<file path="src/rtl/csi_pkg.sv">
package csi_pkg;

  typedef struct packed {
    logic nongated;
    logic hs_low;
    logic vs_fall;
    logic pclk_fall;
  } csi_cfg_t;

endpackage

</file>
<file path="src/rtl/csi_sampler.sv">
module csi_sampler #(
  parameter int DW = 20
) (
  input  logic          pclk,
  input  logic          rst_n,
  input  logic          edge_fall,
  input  logic          vs_i,
  input  logic          hs_i,
  input  logic [DW-1:0] d_i,
  output logic          vs_o,
  output logic          hs_o,
  output logic [DW-1:0] d_o
);

  localparam int SW = DW + 2;

  logic [SW-1:0] rise_q;
  logic [SW-1:0] fall_q;
  logic [SW-1:0] sel;

  always_ff @(posedge pclk or negedge rst_n) begin
    if (!rst_n) rise_q <= '0;
    else        rise_q <= {vs_i, hs_i, d_i};
  end

  always_ff @(negedge pclk or negedge rst_n) begin
    if (!rst_n) fall_q <= '0;
    else        fall_q <= {vs_i, hs_i, d_i};
  end

  always_comb begin
    sel = edge_fall ? fall_q : rise_q;
    vs_o = sel[SW-1];
    hs_o = sel[SW-2];
    d_o  = sel[DW-1:0];
  end

endmodule

</file>
<file path="src/rtl/csi_framer.sv">
module csi_framer
  import csi_pkg::*;
#(
  parameter int DW = 20
) (
  input  logic          pclk,
  input  logic          rst_n,
  input  logic          enable,
  input  csi_cfg_t      cfg_in,
  input  logic          vs,
  input  logic          hs,
  input  logic [DW-1:0] d,
  input  logic          fifo_full,
  output csi_cfg_t      eff_cfg,
  output logic          wr_req,
  output logic [DW+1:0] wr_word,
  output logic          overflow
);

  logic          seen_q, seen_d;
  logic          vs_prev_q, vs_prev_d;
  logic          in_frame_q, in_frame_d;
  csi_cfg_t      act_q, act_d;
  logic          sof_pend_q, sof_pend_d;
  logic          stg_vld_q, stg_vld_d;
  logic          stg_sof_q;
  logic [DW-1:0] stg_d_q;
  logic          ovf_q, ovf_d;

  logic vs_edge, sof, vs_act, hs_act, cap, ld_stage;

  always_comb begin
    eff_cfg  = in_frame_q ? act_q : cfg_in;
    vs_edge  = eff_cfg.vs_fall ? (!vs && vs_prev_q) : (vs && !vs_prev_q);
    sof      = enable && seen_q && !in_frame_q && vs_edge;
    vs_act   = vs ^ eff_cfg.vs_fall;
    hs_act   = hs ^ eff_cfg.hs_low;
    cap      = enable && in_frame_q && vs_act && (eff_cfg.nongated || hs_act);
    ld_stage = cap && !eff_cfg.nongated;

    if (eff_cfg.nongated) begin
      wr_req  = cap;
      wr_word = {sof_pend_q, 1'b0, d};
    end else begin
      wr_req  = enable && stg_vld_q;
      wr_word = {stg_sof_q, !cap, stg_d_q};
    end

    seen_d     = enable;
    vs_prev_d  = vs;
    in_frame_d = enable && (sof || (in_frame_q && vs_act));
    act_d      = in_frame_q ? act_q : cfg_in;

    if (!enable)  sof_pend_d = 1'b0;
    else if (sof) sof_pend_d = 1'b1;
    else if (cap) sof_pend_d = 1'b0;
    else          sof_pend_d = sof_pend_q;

    stg_vld_d = ld_stage;

    if (sof)                       ovf_d = 1'b0;
    else if (wr_req && fifo_full)  ovf_d = 1'b1;
    else                           ovf_d = ovf_q;
  end

  always_ff @(posedge pclk or negedge rst_n) begin
    if (!rst_n) begin
      seen_q     <= 1'b0;
      vs_prev_q  <= 1'b0;
      in_frame_q <= 1'b0;
      act_q      <= '0;
      sof_pend_q <= 1'b0;
      stg_vld_q  <= 1'b0;
      ovf_q      <= 1'b0;
    end else begin
      seen_q     <= seen_d;
      vs_prev_q  <= vs_prev_d;
      in_frame_q <= in_frame_d;
      act_q      <= act_d;
      sof_pend_q <= sof_pend_d;
      stg_vld_q  <= stg_vld_d;
      ovf_q      <= ovf_d;
    end
  end

  always_ff @(posedge pclk) begin
    if (ld_stage) begin
      stg_sof_q <= sof_pend_q;
      stg_d_q   <= d;
    end
  end

  assign overflow = ovf_q;

  AST_OVF_STICKY: assert property (@(posedge pclk) disable iff (!rst_n)
    (ovf_q && !sof) |=> ovf_q);
  AST_OVF_CLEAR: assert property (@(posedge pclk) disable iff (!rst_n)
    sof |=> !ovf_q);
  AST_CFG_HELD: assert property (@(posedge pclk) disable iff (!rst_n)
    in_frame_q |=> $stable(act_q));
  AST_EOL_GATED_ONLY: assert property (@(posedge pclk) disable iff (!rst_n)
    (wr_req && wr_word[DW]) |-> !eff_cfg.nongated);
  AST_NO_SOF_WHEN_OFF: assert property (@(posedge pclk) disable iff (!rst_n)
    !enable |=> !in_frame_q);

endmodule

</file>
<file path="src/rtl/csi_fifo.sv">
module csi_fifo #(
  parameter int WW    = 22,
  parameter int DEPTH = 8
) (
  input  logic          pclk,
  input  logic          rst_n,
  input  logic          wr_req,
  input  logic [WW-1:0] wr_word,
  input  logic          rd_en,
  output logic          full,
  output logic          valid,
  output logic [WW-1:0] head
);

  localparam int AW = $clog2(DEPTH);
  localparam int CW = AW + 1;

  logic [WW-1:0] mem [DEPTH];
  logic [AW-1:0] wp_q, wp_d, rp_q, rp_d;
  logic [CW-1:0] cnt_q, cnt_d;
  logic          do_wr, do_rd;

  always_comb begin
    full  = (cnt_q == CW'(DEPTH));
    valid = (cnt_q != '0);
    do_wr = wr_req && !full;
    do_rd = rd_en && valid;
    wp_d  = do_wr ? wp_q + AW'(1) : wp_q;
    rp_d  = do_rd ? rp_q + AW'(1) : rp_q;
    cnt_d = cnt_q + CW'(do_wr) - CW'(do_rd);
    head  = mem[rp_q];
  end

  always_ff @(posedge pclk or negedge rst_n) begin
    if (!rst_n) begin
      wp_q  <= '0;
      rp_q  <= '0;
      cnt_q <= '0;
    end else begin
      wp_q  <= wp_d;
      rp_q  <= rp_d;
      cnt_q <= cnt_d;
    end
  end

  always_ff @(posedge pclk) begin
    if (do_wr) mem[wp_q] <= wr_word;
  end

  AST_COUNT_BOUND: assert property (@(posedge pclk) disable iff (!rst_n)
    cnt_q <= CW'(DEPTH));
  AST_FULL_HOLD: assert property (@(posedge pclk) disable iff (!rst_n)
    (full && !rd_en) |=> full);
  AST_EMPTY_POP: assert property (@(posedge pclk) disable iff (!rst_n)
    (!valid && !wr_req) |=> !valid);

endmodule

</file>
<file path="src/rtl/csi_capture.sv">
module csi_capture
  import csi_pkg::*;
#(
  parameter int DW    = 20,
  parameter int DEPTH = 8
) (
  input  logic          pclk,
  input  logic          rst_n,
  input  logic          enable,
  input  logic          cfg_nongated,
  input  logic          cfg_hs_low,
  input  logic          cfg_vs_fall,
  input  logic          cfg_pclk_fall,
  input  logic          sen_vsync,
  input  logic          sen_hsync,
  input  logic [DW-1:0] sen_data,
  input  logic          rd_en,
  output logic          out_valid,
  output logic [DW-1:0] out_data,
  output logic          out_sof,
  output logic          out_eol,
  output logic          overflow
);

  localparam int WW = DW + 2;

  logic [1:0]    rst_sync_q;
  logic          srst_n;
  csi_cfg_t      cfg_in, eff_cfg;
  logic          s_vs, s_hs;
  logic [DW-1:0] s_d;
  logic          wr_req, fifo_full;
  logic [WW-1:0] wr_word, head;

  always_ff @(posedge pclk or negedge rst_n) begin
    if (!rst_n) rst_sync_q <= 2'b00;
    else        rst_sync_q <= {rst_sync_q[0], 1'b1};
  end
  assign srst_n = rst_sync_q[1];

  always_comb begin
    cfg_in.nongated  = cfg_nongated;
    cfg_in.hs_low    = cfg_hs_low;
    cfg_in.vs_fall   = cfg_vs_fall;
    cfg_in.pclk_fall = cfg_pclk_fall;
  end

  csi_sampler #(.DW(DW)) u_samp (
    .pclk(pclk), .rst_n(srst_n), .edge_fall(eff_cfg.pclk_fall),
    .vs_i(sen_vsync), .hs_i(sen_hsync), .d_i(sen_data),
    .vs_o(s_vs), .hs_o(s_hs), .d_o(s_d)
  );

  csi_framer #(.DW(DW)) u_frm (
    .pclk(pclk), .rst_n(srst_n), .enable(enable), .cfg_in(cfg_in),
    .vs(s_vs), .hs(s_hs), .d(s_d), .fifo_full(fifo_full),
    .eff_cfg(eff_cfg), .wr_req(wr_req), .wr_word(wr_word), .overflow(overflow)
  );

  csi_fifo #(.WW(WW), .DEPTH(DEPTH)) u_fifo (
    .pclk(pclk), .rst_n(srst_n), .wr_req(wr_req), .wr_word(wr_word),
    .rd_en(rd_en), .full(fifo_full), .valid(out_valid), .head(head)
  );

  assign out_sof  = head[WW-1];
  assign out_eol  = head[WW-2];
  assign out_data = head[DW-1:0];

endmodule

</file>
<file path="config.mk">
export PLATFORM = sky130hd
export DESIGN_NAME = csi_capture
export DESIGN_NICKNAME = d
export VERILOG_FILES = /design/src/rtl/csi_pkg.sv /design/src/rtl/csi_sampler.sv /design/src/rtl/csi_framer.sv /design/src/rtl/csi_fifo.sv /design/src/rtl/csi_capture.sv
export SDC_FILE = /design/constraint.sdc
export NUM_CORES = 1
export LEC_CHECK = 0
export CORE_MARGIN = 2
export CORE_UTILIZATION = 54
export CTS_CLUSTER_DIAMETER = 60
export CTS_CLUSTER_SIZE = 25
export DETAILED_ROUTE_END_ITERATION = 10
export PLACE_DENSITY = 0.84
export SYNTH_ARGS = -nofsm -noshare
export SYNTH_HDL_FRONTEND = slang
export SYNTH_HIERARCHICAL = 1
export SYNTH_SLANG_ARGS = --single-unit
</file>
<file path="constraint.sdc">
create_clock -name pclk -period 2.45 [get_ports pclk]
set_clock_uncertainty 0.15 [all_clocks]
set_input_delay 0.735 -clock pclk [delete_from_list [all_inputs] [get_ports pclk]]
set_output_delay 0.735 -clock pclk [all_outputs]
set_load 0.02 [all_outputs]
</file>
==> out/summary.md, run 1 <==
The run finished, with violations left. Detailed placement finished with a half-perimeter wire length of 10500 microns. Detailed routing placed a total of 1520 microns of wire on met3. For the routed length on met2, the log shows 13400 microns.

For the total count of max-transition violations in the final report, the log shows 0. For the die footprint, the log shows 0.0199 sq mm. The count of buffering cells on the critical path with inverters included was 2.

Across the run, the number of max-cap violations was 0. The antenna diode count was 0. The fraction of registers with async set or reset after synthesis was 25.1%.

During synthesis, Yosys emitted a total of 6 warnings. The clock drives 263 sinks. The path type of the worst min-delay path is flop to async pin. The checks that failed: negative setup slack. The first global-routing pass estimated 34400 microns of wire. After Yosys synthesis, XOR and XNOR cells account for 0.691% of the synthesized area. For this run, the leading register cell type out of synthesis is edfxtp_1. The signal on the critical path passes through mux2_4 -> xor2_4 -> a32o_2 -> nand2_4 -> ha_4 -> inv_2 -> ha_4 -> buf_4 -> a21o_1 -> a21oi_2 -> xor2_1.

The mux contribution to synthesized area was 19.5%; the maximum single-stage delay on the critical path was 0.33 ns. The detail route stage leaves a number of antenna-violating nets equal to 0. The tools report the area of the multi-input gates as 0.00267 sq mm. The static power due to leakage was 4.90 nW; the mean cell area of the mapped netlist was 22.0 sq um.

For the I/O pin total, the log shows 54. The share of the synthesized area in compound gates (AO/OA/AOI/OAI) was 0.753%; the DRC violation count after routing was 0. The per-cell via count in the routed design was 6.04; the number of buffers added to fix hold violations after cts was 0. The final setup slack of the worst path was -1.26 ns. The net count of the finished layout is 665. The number of register bits inferred by synthesis is 263, and the area share of fa/ha/maj cells after synthesis is 1.18%.

The number of different library cells in the post-synthesis netlist is 35, and the final design utilization is 71.0%. From synthesis to final layout, the design area changed by 30.1%. The final weighted congestion of routability-driven global placement is 0.729. The commonest cells after synthesis are 197 x edfxtp_1, 69 x mux2_2, 44 x dfrtp_1, 44 x mux4_1, 22 x dfrtn_1. The slowest stage of the critical path belongs to the cell dfrtn_1. The setup total negative slack is -245.15 ns. For the starting density of the core, the log shows 54.6%.

The category of the most critical setup path was flop to flop. The tools report the total CTS buffers as 15. The total overflow left after global routing is 0. From left edge to right edge, the die measures 141 microns.

The capturing element type of the critical path was a flop. Counting every net in the synthesized netlist gives 500. The proportion of synthesized chip area in sequential cells came out at 74.6%. TritonCTS built the clock tree. The layout has 1032 filler cells.

The cell repeated most along the worst path is ha_4. For the worst-skew pair, the clock arrives at the later sink with an insertion delay of 0.51 ns. Initial antenna violation count: 0.

The tools report the register cell area after layout as 0.00757 sq mm. The area fraction of the dominant cell type after synthesis is 58.3%, and the synthesized instance count is 461. The final layout contains routed wiring with a total length of 25100 microns. In this run the worst path has a maximum fanout of 2. During placement, the flow inserted port buffers numbering 53. VDD sags by at most 564 uV. By area, the combinational part of the netlist is dominated by multiplexers. The die is 141 microns tall. Sorting the synthesized cells by area gives the leading types as edfxtp_1 58%, mux4_1 11%, dfrtp_1 11%. Number of rows created at floorplan: 50.

The power per cell area is 944 mW/mm^2, and the final non-filler cell area is 0.0132 sq mm. Data arrives at the worst endpoint at 3.95 ns. In this run the cell area measured after placement is 0.0114 sq mm.

Setup violations remaining at the end of the flow were counted as 399. Broken down by cell family, the worst path's largest delay share belongs to compound AO/OA/AOI/OAI gates. For this block, wires on met1 add up to 9070 microns.

Timing analysis after detailed placement gives a worst setup slack of -1.21 ns. The root buffer selected by CTS was clkbuf_16. The routed layout has 5244 vias.

The clock-pin slew on the worst setup and hold paths works out to 0.09 ns. In this run, the number of DRC markers left after iteration 0 of detailed routing was 529. The worst path required time was 2.69 ns.

Entering global routing, the biggest net connects 65 pins. Of the total synthesized cell area, the portion taken by AND, OR, NAND and NOR gates is 1.44%. The clock passes through at most 3 buffers. The number of global-route vias before repair is 5362.

The biggest area contributor in the post-synthesis netlist is edfxtp_1. For the area inside the core boundary, the log shows 0.0186 sq mm. Setup repair after global routing could not meet its margin everywhere. In the final routed layout, each cell accounts on average for 28.9 microns. The category of the worst setup path launch point was a flop.

The synthesized netlist occupies a cell area of 0.0101 sq mm. The share of cells above drive strength 1 is 47.3%. In the global route stage, overall resource usage came out at 24.1%.

The H-tree level count is 1. Most frequent cell after synthesis: edfxtp_1. The count of flip-flops with a built-in enable after synthesis is 197.

The top metal layer carrying routed signals was met4. The detailed-routing iteration count for the pre-antenna-repair pass was 5; the number of failing hold endpoints at the final stage was 0.
## sequential cells by signal, indices dropped and copies added, names as in the netlist
signal            count
u_fifo/mem          176
u_samp/fall_q        22
u_samp/rise_q        22
u_frm/stg_d_q        20
u_fifo/cnt_q          4
u_frm/act_q           4
u_fifo/rp_q           3
u_fifo/wp_q           3
rst_sync_q            2
u_frm/in_frame_q      1
u_frm/overflow        1
u_frm/seen_q          1
u_frm/sof_pend_q      1
u_frm/stg_sof_q       1
u_frm/stg_vld_q       1
u_frm/vs_prev_q       1
## through the flow
| stage | hold slack [ns] | power, W | std cells |
|---|---|---|---|
| 2_1_floorplan | 0.181 | 0.00731 | 461 |
| 3_3_place_gp | 0.122 | 0.00841 | 764 |
| 3_5_place_dp | 0.136 | 0.00850 | 764 |
| 4_1_cts | 0.145 | 0.0118 | 845 |
| 5_1_grt | 0.166 | 0.0128 | 868 |
| 6_report | 0.127 | 0.0125 | 868 |
## final timing paths
path                                   start                 to  slack, ns  cells after the start
hold reg to reg                rst_sync_q[1]   u_samp/rise_q[3]       0.13                      1
setup reg to reg           u_samp/fall_q[21]    u_fifo/cnt_q[3]      -1.26                     11
max in group asynchronous      rst_sync_q[1]  u_samp/fall_q[16]       0.63                      1
hold / removal                 rst_sync_q[1]   u_samp/rise_q[3]       0.13                      1
min in group pclk              rst_sync_q[0]      rst_sync_q[1]       0.21                      0
setup / recovery           u_samp/fall_q[21]    u_fifo/cnt_q[3]      -1.26                     11
## routing by layer
metal	GRT usage, %	vias to the layer above
met5	0	-
met4	11.6	0
met3	3.77	66
met2	41.8	251
met1	29.9	2771
li1	-	2156
## power breakdown
group	switching, W	internal [W]
clock	0.00143	0.00121
sequential	0.000134	0.00498
combinational	0.00206	0.00263
total	0.00363	0.00883
## layout make-up
class	instances	area share, %
flip-flops and latches	263	57.4
multi-input cells	173	20.2
repair buffers	162	16.5
clock buffers	21	3.09
well taps	234	2.22
clock inverters	4	0.322
inverters	11	0.313
## layout by cell type, fill, tap and decap left out, types with 6 or more instances in the layout
master           Yosys  routed
inv_1               11       7
buf_16               0      12
buf_4                0      32
mux2_4               0      63
dfrtp_1             44      42
clkdlybuf4s50_1      0      30
clkbuf_16            0      22
buf_8                0      10
nor2_4               0       7
mux4_2               0      43
dfrtn_1             22      22
buf_12               0      22
edfxtp_1           197     197
mux2_2              69       6
buf_6               10      47
## cell families (layout without fill, tap and decap cells)
kind of cell,Yosys count,after routing
mux,116,116
other cells,1,1
flops,263,263
xor+xnor,8,8
simple gates,28,31
buf+inv,28,198
fa+ha+maj,9,9
compound gates,8,8
## repair_timing
item,in CTS,in global routing
setup endpoints to repair,399,399
gates resized for setup,214,93
hold endpoints to repair,0,0
cloned,24,8
buffers inserted,32,33
pin swaps,11,9
Note: power is estimated with default switching activity, not from simulation.
==> run 2, diff against run 1 <==
CELL_PAD_IN_SITES_DETAIL_PLACEMENT = 1   (was unset)
CELL_PAD_IN_SITES_GLOBAL_PLACEMENT = 2   (was unset)
CORE_UTILIZATION = 47   (was 54)
CTS_CLUSTER_SIZE = 28   (was 25)
PLACE_DENSITY = 0.9   (was 0.84)
==> run 2 against run 1 <==
- the run still ends with negative setup slack left
- non-clock buffer count is 28 lower
- critical endpoint is now u_fifo/cnt_q[1]
- cell count is 2.0% higher
- combinational power is 7.2% lower
- register-to-register slack better by 0.12 ns
- critical path depth is 1 lower
==> out/summary.md, run 2 (synthesized netlist as in run 1, its figures left out) <==
The flow ran to the end, but the final reports show violations. The final reports fail on negative setup slack. Number of cell instances on the worst register-to-register path: 10. The startpoint of the most critical register-to-register path was u_samp/fall_q[21].

Row generation in the floorplan step produced 53 rows. The highest layer touched by signal routing is met4. The capturing element type of the critical path is a flop. The I/O pin total is 54, and the worst-case clock buffer depth is 3.

Using the TritonRoute via totals, the vias-per-cell ratio works out to 5.46. For the number of buffers added to fix hold violations after cts, the log shows 0. In the final layout, the share of cells above drive strength 1 is 45.9%.

The register with the most flip-flops in the final layout is u_fifo/mem. In the layout the commonest cells are 197 x edfxtp_1, 60 x mux2_4, 42 x dfrtp_1. The logs give 12100 microns for the detailed placement HPWL and 0.00266 sq mm for the area of the multi-input gates. For this configuration, the core starts out at a cell density of 48.1%. The run gives 1770 as the filler cell count in the final layout. Clock-pin slew was measured on the worst setup and hold paths at 0.10 ns. For the worst setup path, the data arrival time is 3.86 ns. The final route contains 4834 vias. The area inside the core boundary is 0.0211 sq mm, and the maximum fanout encountered on the critical timing path is 2. For the number of failing hold endpoints at the final stage, the log shows 0. In the final routed layout, each cell accounts on average for 25.5 microns. In this run, placement finished with an instance count of 804. The tools report the final weighted congestion of routability-driven global placement as 0.739. Most common cell after layout, fill and taps aside: edfxtp_1. 0 antenna diodes ended up in the layout.

The DRC violation count after routing was 0; the wire length of the first global-routing pass was 32900 microns. The clock reaches the later pin of the worst-skew pair after 0.52 ns. Setup repair after global routing could not meet its margin everywhere. In this run the worst setup path terminates at u_fifo/cnt_q[1]. Summed over all nets, wire length on met2 after detailed routing comes to 12100 microns.

The first-iteration detailed-routing DRC count was 318. The final antenna-violating net count is 0. The path type of the worst min-delay path is flop to async pin. The number of flip-flops under the largest register name was 176; the worst path required time was 2.71 ns.

The endpoint identified for the worst register-to-register timing path is u_fifo/cnt_q[1]. The number of global-route vias before repair was 5323. The tools report the root buffer selected by CTS as clkbuf_16.

The die span in y was 151 microns; the total routed wirelength was 22600 microns. In the final routing, the length of wire on met1 measures 8860 microns. In this run the worst setup path begins at u_samp/fall_q[21]. The final setup slack of the worst path is -1.15 ns. The static power due to leakage came out at 4.76 nW. For the number of maximum-capacitance constraint violations, the log shows 0. The worst-case IR drop observed on VDD is 522 uV. The logs give 48 for the largest net degree at the start of global routing and 885 for the count of non-filler cells in the finished layout. The detailed-routing iteration count for the pre-antenna-repair pass is 4, and the die footprint is 0.0228 sq mm.

The power per cell area was 973 mW/mm^2; the final design utilization was 61.3%. The category of the most critical setup path is flop to flop. For this run, the post-layout net count is 639. Initial antenna violation count: 0.

Registers take 0.00757 sq mm. The run gives 1 as the H-tree level count. The width of the die came out at 151 microns.

The area growth from synthesis to layout is 27.4%. Setup violations remaining at the end of the flow were counted as 399. Buffers placed on the I/O ports in this run total 53. The tools report the total CTS buffers as 17. The largest registers in the layout are u_fifo/mem (176), u_samp/fall_q (22), u_samp/rise_q (22). The logs give -1.15 ns for the flop-to-flop setup slack and 263 for the number of sinks on the clock net. The met3 wire length is 1100 microns, and the total count of max-transition violations in the final report is 0. The logs give 19.8% for the total global routing track utilization and 0 for the total congestion overflow. TritonCTS built the clock tree. STA classifies the critical path startpoint as a flop.
[run 2: cell type report]
class | instances | area share, %
multi-input cells | 173 | 20.6
flip-flops and latches | 263 | 58.6
clock inverters | 12 | 1.17
repair buffers | 134 | 13.4
clock buffers | 17 | 3.29
inverters | 11 | 0.320
well taps | 275 | 2.66
[run 2: worst min path at each step]
stage,from,end,slack [ns],cells past startpoint
after floorplan,rst_sync_q[0],rst_sync_q[1],0.18,0
after global placement,rst_sync_q[1],u_samp/rise_q[10],0.08,1
after detailed placement,rst_sync_q[1],u_samp/rise_q[10],0.1,1
after CTS,rst_sync_q[1],u_samp/rise_q[10],0.10,1
after global routing,rst_sync_q[1],u_samp/rise_q[9],0.11,1
final,rst_sync_q[1],u_samp/rise_q[10],0.08,1
[run 2: power breakdown]
group | leakage [nW] | internal [W] | switching (W) | total (W)
sequential | 2.55 | 0.00498 | 0.000133 | 0.00512
combinational | 1.92 | 0.00244 | 0.00191 | 0.00435
clock | 0.287 | 0.00148 | 0.00162 | 0.00310
total | 4.76 | 0.00891 | 0.00366 | 0.0126
[run 2: critical path, cell delays in order (launching register included)]
cell	delay (ns)
dfrtn_1	0.34
mux2_4	0.28
xor2_2	0.16
a32o_2	0.26
nand2_2	0.10
ha_4	0.20
inv_2	0.06
ha_4	0.14
inv_2	0.04
fa_2	0.52
inv_2	0.03
[run 2: what timing repair did]
| item | CTS | global route |
|---|---|---|
| hold endpoints to repair | 0 | 0 |
| setup endpoints to repair | 399 | 399 |
| pin swaps | 13 | 6 |
| cloned | 10 | 8 |
| gates resized for setup | 150 | 108 |
| buffers inserted | 14 | 26 |
[run 2: metal layers]
layer,track usage [%],vias up
met2,34.8,159
met3,3.31,35
met5,0,-
li1,-,2106
met1,25.5,2534
met4,5.89,0
[run 2: metrics by stage]
| stage | cell area (sq um) | TNS (ns) | total power (W) | worst slack [ns] | hold slack [ns] |
|---|---|---|---|---|---|
| 2_1_floorplan | 10300 | -219.52 | 0.00731 | -1.13 | 0.181 |
| 3_3_place_gp | 11500 | -254.24 | 0.00839 | -1.09 | 0.0842 |
| 3_5_place_dp | 11500 | -296.40 | 0.00853 | -1.20 | 0.0989 |
| 4_1_cts | 12400 | -228.47 | 0.0118 | -1.14 | 0.100 |
| 5_1_grt | 12900 | -248.84 | 0.0131 | -1.21 | 0.110 |
| 6_report | 12900 | -226.59 | 0.0126 | -1.15 | 0.0803 |
